File: config.mk
export PLATFORM = sky130hd
export DESIGN_NAME = arb_top
export DESIGN_NICKNAME = d
export VERILOG_FILES = /design/src/rtl/arb_pkg.sv /design/src/rtl/arb_slice.sv /design/src/rtl/arb_wor.sv /design/src/rtl/arb_fsm.sv /design/src/rtl/arb_top.sv
export SDC_FILE = /design/constraint.sdc
export NUM_CORES = 1
export LEC_CHECK = 0
export BUFFER_PORTS_ARGS = -buffer_cell sky130_fd_sc_hd__clkbuf_2
export CAP_MARGIN = 40
export CORE_UTILIZATION = 35
export DETAILED_ROUTE_END_ITERATION = 10
export PLACE_DENSITY_LB_ADDON = 0.1
export SYNTH_ARGS = -nofsm -noshare
export SYNTH_HDL_FRONTEND = slang
export SYNTH_SLANG_ARGS = --single-unit
export TNS_END_PERCENT = 50
File: constraint.sdc
create_clock -name clk -period 2.25 [get_ports clk]
set_clock_uncertainty 0.2 [all_clocks]
set_input_delay 0 -clock clk [delete_from_list [all_inputs] [get_ports clk]]
set_output_delay 0 -clock clk [all_outputs]
set_load 0.03 [all_outputs]
File: src/rtl/arb_pkg.sv
`timescale 1ns/1ps
package arb_pkg;

    typedef enum logic [1:0] {
        ARB_IDLE   = 2'd0,
        ARB_SETTLE = 2'd1,
        ARB_HOLD   = 2'd2
    } arb_state_e;

    // Fixed arbitration number of slice idx: lower index, larger number
    function automatic int arb_number(input int idx, input int masters);
        return masters - idx;
    endfunction

endpackage

File: src/rtl/arb_slice.sv
`timescale 1ns/1ps
module arb_slice #(
    parameter int NUM_W     = 3,
    parameter int MY_NUM    = 1,
    parameter int BIT_IDX_W = 2
) (
    input  logic                 clk,
    input  logic                 rst_n,
    input  logic                 load,
    input  logic                 enter,
    input  logic                 step_en,
    input  logic                 clear,
    input  logic [BIT_IDX_W-1:0] bit_sel,
    input  logic [NUM_W-1:0]     lines,
    output logic                 alive,
    output logic [NUM_W-1:0]     drive
);
    localparam logic [NUM_W-1:0] MY_CODE = NUM_W'(MY_NUM);

    logic alive_q;
    logic lose;

    // Loses this bit when the lines show 1 and the own bit is 0
    always_comb lose = lines[bit_sel] & ~MY_CODE[bit_sel];

    always_ff @(posedge clk) begin
        if (!rst_n)                alive_q <= 1'b0;
        else if (clear)            alive_q <= 1'b0;
        else if (load)             alive_q <= enter;
        else if (step_en && lose)  alive_q <= 1'b0;
    end

    assign alive = alive_q;
    assign drive = alive_q ? MY_CODE : '0;

endmodule

File: src/rtl/arb_wor.sv
`timescale 1ns/1ps
module arb_wor #(
    parameter int N_MASTERS = 5,
    parameter int NUM_W     = 3
) (
    input  logic [N_MASTERS-1:0][NUM_W-1:0] drv,
    output logic [NUM_W-1:0]                lines
);
    always_comb begin
        lines = '0;
        for (int i = 0; i < N_MASTERS; i++) lines = lines | drv[i];
    end
endmodule

File: src/rtl/arb_fsm.sv
`timescale 1ns/1ps
module arb_fsm
    import arb_pkg::*;
#(
    parameter int N_MASTERS = 5,
    parameter int NUM_W     = 3,
    parameter int BIT_IDX_W = 2
) (
    input  logic                 clk,
    input  logic                 rst_n,
    input  logic [N_MASTERS-1:0] cand,
    input  logic [N_MASTERS-1:0] alive,
    input  logic                 tenure_rel,
    output logic                 load,
    output logic                 step_en,
    output logic                 clear,
    output logic [BIT_IDX_W-1:0] bit_sel,
    output logic [N_MASTERS-1:0] grant,
    output arb_state_e           state
);
    localparam logic [BIT_IDX_W-1:0] LAST = BIT_IDX_W'(NUM_W - 1);

    arb_state_e             state_q, state_d;
    logic [BIT_IDX_W-1:0]   cnt_q;
    logic [N_MASTERS-1:0]   grant_q;
    logic                   handover;

    // State register, step counter, tenure grant
    always_ff @(posedge clk) begin
        if (!rst_n) begin
            state_q <= ARB_IDLE;
            cnt_q   <= '0;
            grant_q <= '0;
        end else begin
            state_q <= state_d;
            if (load)         cnt_q <= '0;
            else if (step_en) cnt_q <= cnt_q + 1'b1;
            if (handover)        grant_q <= alive;
            else if (tenure_rel) grant_q <= '0;
        end
    end

    // Next state and control outputs
    always_comb begin
        state_d  = state_q;
        load     = 1'b0;
        step_en  = 1'b0;
        clear    = 1'b0;
        handover = 1'b0;
        unique case (state_q)
            ARB_IDLE: begin
                if (|cand) begin
                    load    = 1'b1;
                    state_d = ARB_SETTLE;
                end
            end
            ARB_SETTLE: begin
                step_en = 1'b1;
                if (cnt_q == LAST) state_d = ARB_HOLD;
            end
            ARB_HOLD: begin
                if (grant_q == '0 || tenure_rel) begin
                    handover = 1'b1;
                    clear    = 1'b1;
                    state_d  = ARB_IDLE;
                end
            end
            default: state_d = ARB_IDLE;
        endcase
    end

    assign bit_sel = LAST - cnt_q;
    assign grant   = grant_q;
    assign state   = state_q;

endmodule

File: src/rtl/arb_top.sv
`timescale 1ns/1ps
module arb_top
    import arb_pkg::*;
#(
    parameter int N_MASTERS = 5,
    parameter int NUM_W     = 3
) (
    input  logic                 clk,
    input  logic                 rst_n,
    input  logic [N_MASTERS-1:0] req,
    input  logic                 tenure_rel,
    output logic [N_MASTERS-1:0] grant,
    output logic                 bus_busy,
    output logic [NUM_W-1:0]     arb_lines
);
    localparam int BIT_IDX_W = (NUM_W > 1) ? $clog2(NUM_W) : 1;

    logic [N_MASTERS-1:0]            cand;
    logic [N_MASTERS-1:0]            alive;
    logic [N_MASTERS-1:0][NUM_W-1:0] drv;
    logic                            load, step_en, clear;
    logic [BIT_IDX_W-1:0]            bit_sel;
    arb_state_e                      state;

    assign cand = req & ~grant;

    for (genvar g = 0; g < N_MASTERS; g++) begin : g_slice
        arb_slice #(
            .NUM_W    (NUM_W),
            .MY_NUM   (arb_number(g, N_MASTERS)),
            .BIT_IDX_W(BIT_IDX_W)
        ) slice_i (
            .clk    (clk),
            .rst_n  (rst_n),
            .load   (load),
            .enter  (cand[g]),
            .step_en(step_en),
            .clear  (clear),
            .bit_sel(bit_sel),
            .lines  (arb_lines),
            .alive  (alive[g]),
            .drive  (drv[g])
        );
    end

    arb_wor #(.N_MASTERS(N_MASTERS), .NUM_W(NUM_W)) wor_i (
        .drv  (drv),
        .lines(arb_lines)
    );

    arb_fsm #(.N_MASTERS(N_MASTERS), .NUM_W(NUM_W), .BIT_IDX_W(BIT_IDX_W)) fsm_i (
        .clk       (clk),
        .rst_n     (rst_n),
        .cand      (cand),
        .alive     (alive),
        .tenure_rel(tenure_rel),
        .load      (load),
        .step_en   (step_en),
        .clear     (clear),
        .bit_sel   (bit_sel),
        .grant     (grant),
        .state     (state)
    );

    assign bus_busy = |grant;

endmodule

Yosys cells after proc, flatten, opt, wreduce, memory -nomap -nowiden

Index checks and enable logic that the tools add are counted.

Add/subtract/negate cells: 2
Magnitude comparators: 1
Equality and inequality tests: 6
Multiplexer cells: 38
Bitwise gates (word level): 17
Reductions and logical operators: 19

Operator list:

| kind                                                   | count |
|---|---|
| 2-to-1 mux 1 bit                                       | 22 |
| binary-select mux 1 bit (select 2 bit)                 | 6 |
| nonzero test 2 bit                                     | 6 |
| 2-to-1 mux 2 bit                                       | 5 |
| 2-to-1 mux 5 bit                                       | 2 |
| OR reduction 5 bit                                     | 2 |
| 2-to-1 mux 3 bit                                       | 2 |
| inequality test 2 x 1 -> 1 bit (second input constant) | 3 |
| NOT 1 bit                                              | 6 |
| bitwise OR 3 x 2 -> 3 bit                              | 2 |
| one-hot mux 2 bit (3 select lines)                     | 1 |
| bitwise AND 1 bit                                      | 5 |
| bitwise AND 5 bit                                      | 1 |
| logical AND 1 bit                                      | 5 |
| zero test 5 bit                                        | 1 |
| NOT 5 bit                                              | 1 |
| == test 2 bit (second input constant)                  | 2 |
| OR reduction 2 bit                                     | 2 |
| < comparator 2 x 3 -> 1 bit (second input constant)    | 1 |
| bitwise OR 3 x 1 -> 3 bit                              | 1 |
| bitwise OR 3 bit                                       | 1 |
| AND reduction 3 bit                                    | 1 |
| adder 2 x 1 -> 2 bit (second input constant)           | 1 |
| == test 2 x 1 -> 1 bit (second input constant)         | 1 |
| other kinds (3)                                        | 3 |

Register bits after elaboration: 14

Logic depth before layout (Yosys ltp)

Word-level depth: 11
Depth in mapped cells: 7
Depth with buffers taken out: 7

Hierarchy

Synthesis repeated with hierarchy kept, for this count alone.

Cells, all modules: 120
Area, all modules: 1041.0 sq um

Modules (own cells, without submodules):

| module                             | instances | cells each | area each (sq um) | seq. area each (sq um) |
|---|---|---|---|---|
| arb_fsm                            | 1         | 55         | 498.0             | 180.2 |
| arb_slice (g_slice[1].slice_i ...) | 3         | 10         | 96.3              | 20.0 |
| arb_slice (g_slice[0].slice_i ...) | 2         | 9          | 85.1              | 20.0 |
| arb_top                            | 1         | 8          | 46.3              | 0.0 |
| arb_wor                            | 1         | 9          | 37.5              | 0.0 |

Least setup slack after synthesis

Ideal clock, no wire load.

Path kind: reg-to-reg
Start: register fsm_i.cnt_q[0]
End: register g_slice[0].slice_i.alive_q
Setup time: 124 ps
Arrival time: 1346 ps
Path slack: 579 ps
Cell stages (with the launch flop): 8
Path buffers: 0
Clock period less this slack: 1671 ps
Path through: dfxtp_1 inv_1 ha_1 inv_1 a21oi_2 o31ai_2 o311ai_1 a21oi_1

Longest elaborated chain between the ends: 7

Ends and longest elaborated chain:

| what                                    | line            | source |
|---|---|---|
| start, declared                         | arb_fsm.sv:24   | `logic [BIT_IDX_W-1:0] cnt_q;` |
| start signal, assigned                  | arb_fsm.sv:37   | `else if (step_en) cnt_q <= cnt_q + 1'b1;` |
| subtractor 2 bit (*)                    | arb_fsm.sv:72   | `assign bit_sel = LAST - cnt_q;` |
| binary-select mux 1 bit (select 2 bit)  | arb_slice.sv:24 | `always_comb lose = lines[bit_sel] & ~MY_CODE[bit_sel];` |
| 2-to-1 mux 1 bit (implied by the code)  | arb_slice.sv:24 |  |
| NOT 1 bit                               | arb_slice.sv:24 |  |
| bitwise AND 1 bit (*)                   | arb_slice.sv:24 |  |
| logical AND 1 bit (*)                   | arb_slice.sv:30 | `else if (step_en && lose) alive_q <= 1'b0;` |
| nonzero test 2 bit (no source line) (*) | --              |  |
| end signal, assigned                    | arb_slice.sv:29 | `else if (load) alive_q <= enter;` |
| end, declared                           | arb_slice.sv:20 | `logic alive_q;` |

Mark *: on every way between the ends. The rest lies on a longest branch, timed or not. The select of a mux whose other input is x is not followed.
A chain may end at the register's enable or synchronous reset.

Final worst setup path

Start: register fsm_i.grant_q[0], in the netlist fsm_i.grant[0]
End: register fsm_i.grant_q[3], in the netlist fsm_i.grant[3]

Longest elaborated chain between the ends: 5

Ends and longest elaborated chain:

| what                                                   | line          | source |
|---|---|---|
| start, declared                                        | arb_fsm.sv:25 | `logic [N_MASTERS-1:0] grant_q;` |
| start signal, assigned                                 | arb_fsm.sv:38 | `if (handover) grant_q <= alive;` |
| zero test 5 bit (*)                                    | arb_fsm.sv:62 | `if (grant_q == '0 \|\| tenure_rel) begin` |
| logical OR 1 bit (*)                                   | arb_fsm.sv:62 |  |
| 2-to-1 mux 1 bit (*)                                   | arb_fsm.sv:62 |  |
| 2-to-1 mux 1 bit (*)                                   | arb_fsm.sv:50 | `unique case (state_q)` |
| 2-to-1 mux 5 bit or nonzero test 2 bit (tied branches) | --            |  |

Mark *: on every way between the ends. The rest lies on a longest branch, timed or not.

==> summary.txt <==
Die Ht: 48.93 microns
unrepaired setup endpoints after global routing: no
# H-tree levels: 1
largest net degree at the start of global routing: 12
Tcrit/Tclk final: 90.22%
Total GRT Usage: 16.17%
top-area cell type share of the netlist area: 36.36%
fin. max-slew vios: 0
Seq/Total Area, Yosys: 36.36%
Post-Syn Instances: 87
crit end category: flip-flop
met2 WL: 799 microns
Setup Crit Path Kind: reg2reg
dpl hpwl: 1250 microns
simple logic cell fraction of the synthesized area: 33.77%
first drt pass iteration count: 4
critical path data required time: 2.29 ns
final WL: 1715 microns
routed vias: 694
Core Util, Final: 49.32%
Bufs on Longest Clock Path: 2
adder-cell share of the synthesized area: 4.870%
Placed Area: 880.8 sq um
GPL Wtd Cong: 0.7572
outcome: completed
Max Used Layer: met4
Area contributors post-synth: dfxtp_1, nor2b_1, a21oi_1
number of synthesized flops with an enable pin: 0
Synth Cell Area: 770.7 sq um
Reg clk slew, reported paths: 0.09 ns
Rel. slew slack: 69.27%
final net count: 126
worst skew pair latency: 0.29 ns
first-pass GRT wire length: 2904 microns
GR Overflow Total: 0
Worst Path Max Fanout: 6
Post-CTS Setup Repair Bufs: 0
Placeable Area: 2022 sq um
Synth cell types: 30
CTS tree: built
Clock Tree Root: clkbuf_4
# Max-Cap Violations: 0
Die X: 48.93 microns
Post-synth top cells: dfxtp_1, nor2b_1, a21oi_1, nand2_1, nand2b_1
Area Overhead vs Synth: 29.38%
Port Buf Inserts: 16
Lkg Pwr: 0.4004 nW
arrival time at the worst endpoint: 2.07 ns
main flop type after synthesis: dfxtp_1
power density cells: 557.9 nW/um^2
Inserted Clock Buffers: 3
row cnt: 16
largest family of logic cells by synthesized area: simple AND/OR/NAND/NOR gates
ANT nets after route: 0
Via density: 4.922
vias in the first global route: 645
# diodes: 0
register bit total from synthesis: 14
Fin. Hold Viols: 0
worst vdd ir: 0.0002462 V
die area: 2394 sq um
Async S/R FF share, synth: 0%
met1 WL: 841 microns
Yosys warning count: 0
Avg Cell Area, Syn: 8.859 sq um
DR WL met3: 41 microns
Initial Util: 38.12%
Post-Syn Nets: 98
count leader, synth: dfxtp_1
compound-cell area share of the yosys netlist: 21.43%
mux contribution to synthesized area: 0%
setup TNS: 0 ns
final setup violating endpoints: 0
initial antenna violation count: 0
Synth Area in XOR/XNOR: 1.136%
Hold WC Path Type: reg2reg
1st-iter DRT viols: 9
Worst Tran Pin Value: 0.4593 ns
CP Launch Type: flip-flop
fin crit period: 2.030 ns
WL/cell: 12.16 microns
layout cells sized above 1: 27.19%
DRC errors left: 0
CTS Sinks: 14
Max Fclk: 492.6 MHz
Yosys top cell by area: dfxtp_1
I/O pins: 17
Final Cell Area: 997.2 sq um
==> final cells by class <==
class | count | area [sq um]
clock buffer | 4 | 36.28
fill | 204 | 1025
inverter | 4 | 15.01
multi-input combinational | 68 | 471.7
sequential | 14 | 280.3
tap | 27 | 33.78
timing repair buffer | 24 | 160.2
==> final timing paths <==
kind	startpoint	to	slack, ns	cells after the start
max	fsm_i.grant[0]	fsm_i.grant[3]	0.22	6
min	fsm_i.cnt_q[1]	fsm_i.cnt_q[1]	0.29	2
max reg2reg	fsm_i.grant[0]	fsm_i.grant[3]	0.22	6
min reg2reg	fsm_i.cnt_q[1]	fsm_i.cnt_q[1]	0.29	2
==> worst max-delay path, cell delays in order, from the launching register on <==
cell	delay (ns)
dfxtp_1	0.35
nor3_2	0.23
a21oi_2	0.11
nor3b_4	0.33
a21oi_1	0.12
nor2b_1	0.10
dlygate4sd3_1	0.54
==> metal layers <==
layer,vias up,GRT usage (%)
li1,359,-
met1,319,20.69
met2,13,25.00
met3,3,3.738
met4,0,8.824
met5,-,0
==> power by group <==
part           internal, mW  total (mW)  switching (mW)
clock network        0.0986       0.191          0.0920
registers             0.257       0.270          0.0128
logic                0.0430      0.0962          0.0532
total                 0.398       0.556           0.158
==> stage by stage <==
step	total power, mW	std cells	hold WS [ns]	worst slack (ns)
after CTS	0.5632	141	0.2991	0.2243
final	0.5564	141	0.2927	0.2200
after detailed placement	0.3624	129	0.1953	0.4364
after floorplan	0.3372	87	-0.02928	0.5793
after global placement	0.3631	129	0.1983	0.4341
after global routing	0.5867	141	0.3244	0.1150
==> cell usage in the layout, fill, tap and decap left out, drive strengths merged, types with 3 or more instances in the layout <==
cell type    count
dlygate4sd3      8
nor2             3
nor2b           12
nand2b           7
clkbuf          20
ha               3
nand2            6
o211ai           3
inv              4
a21oi           13
dfxtp           14
==> flip-flops by register name, indices dropped and copies added (netlist names) <==
register and flops:
fsm_i.cnt_q 2, g_slice.slice_i.alive 5, fsm_i.grant 5, fsm_i.state 2
==> cell families after synthesis <==
group                    after synthesis
AND/OR/NAND/NOR                       41
adder cells (fa/ha/maj)                3
buffers and inverters                  5
AO/OA/AOI/OAI                         23
flip-flops                            14
XOR/XNOR                               1
==> what timing repair did <==
action / in CTS / in global routing
hold buffers: 8 / 0
endpoints found under the hold margin: 14 / 0
gates resized for setup: 0 / 0
Power figures use the tool's default switching activity.
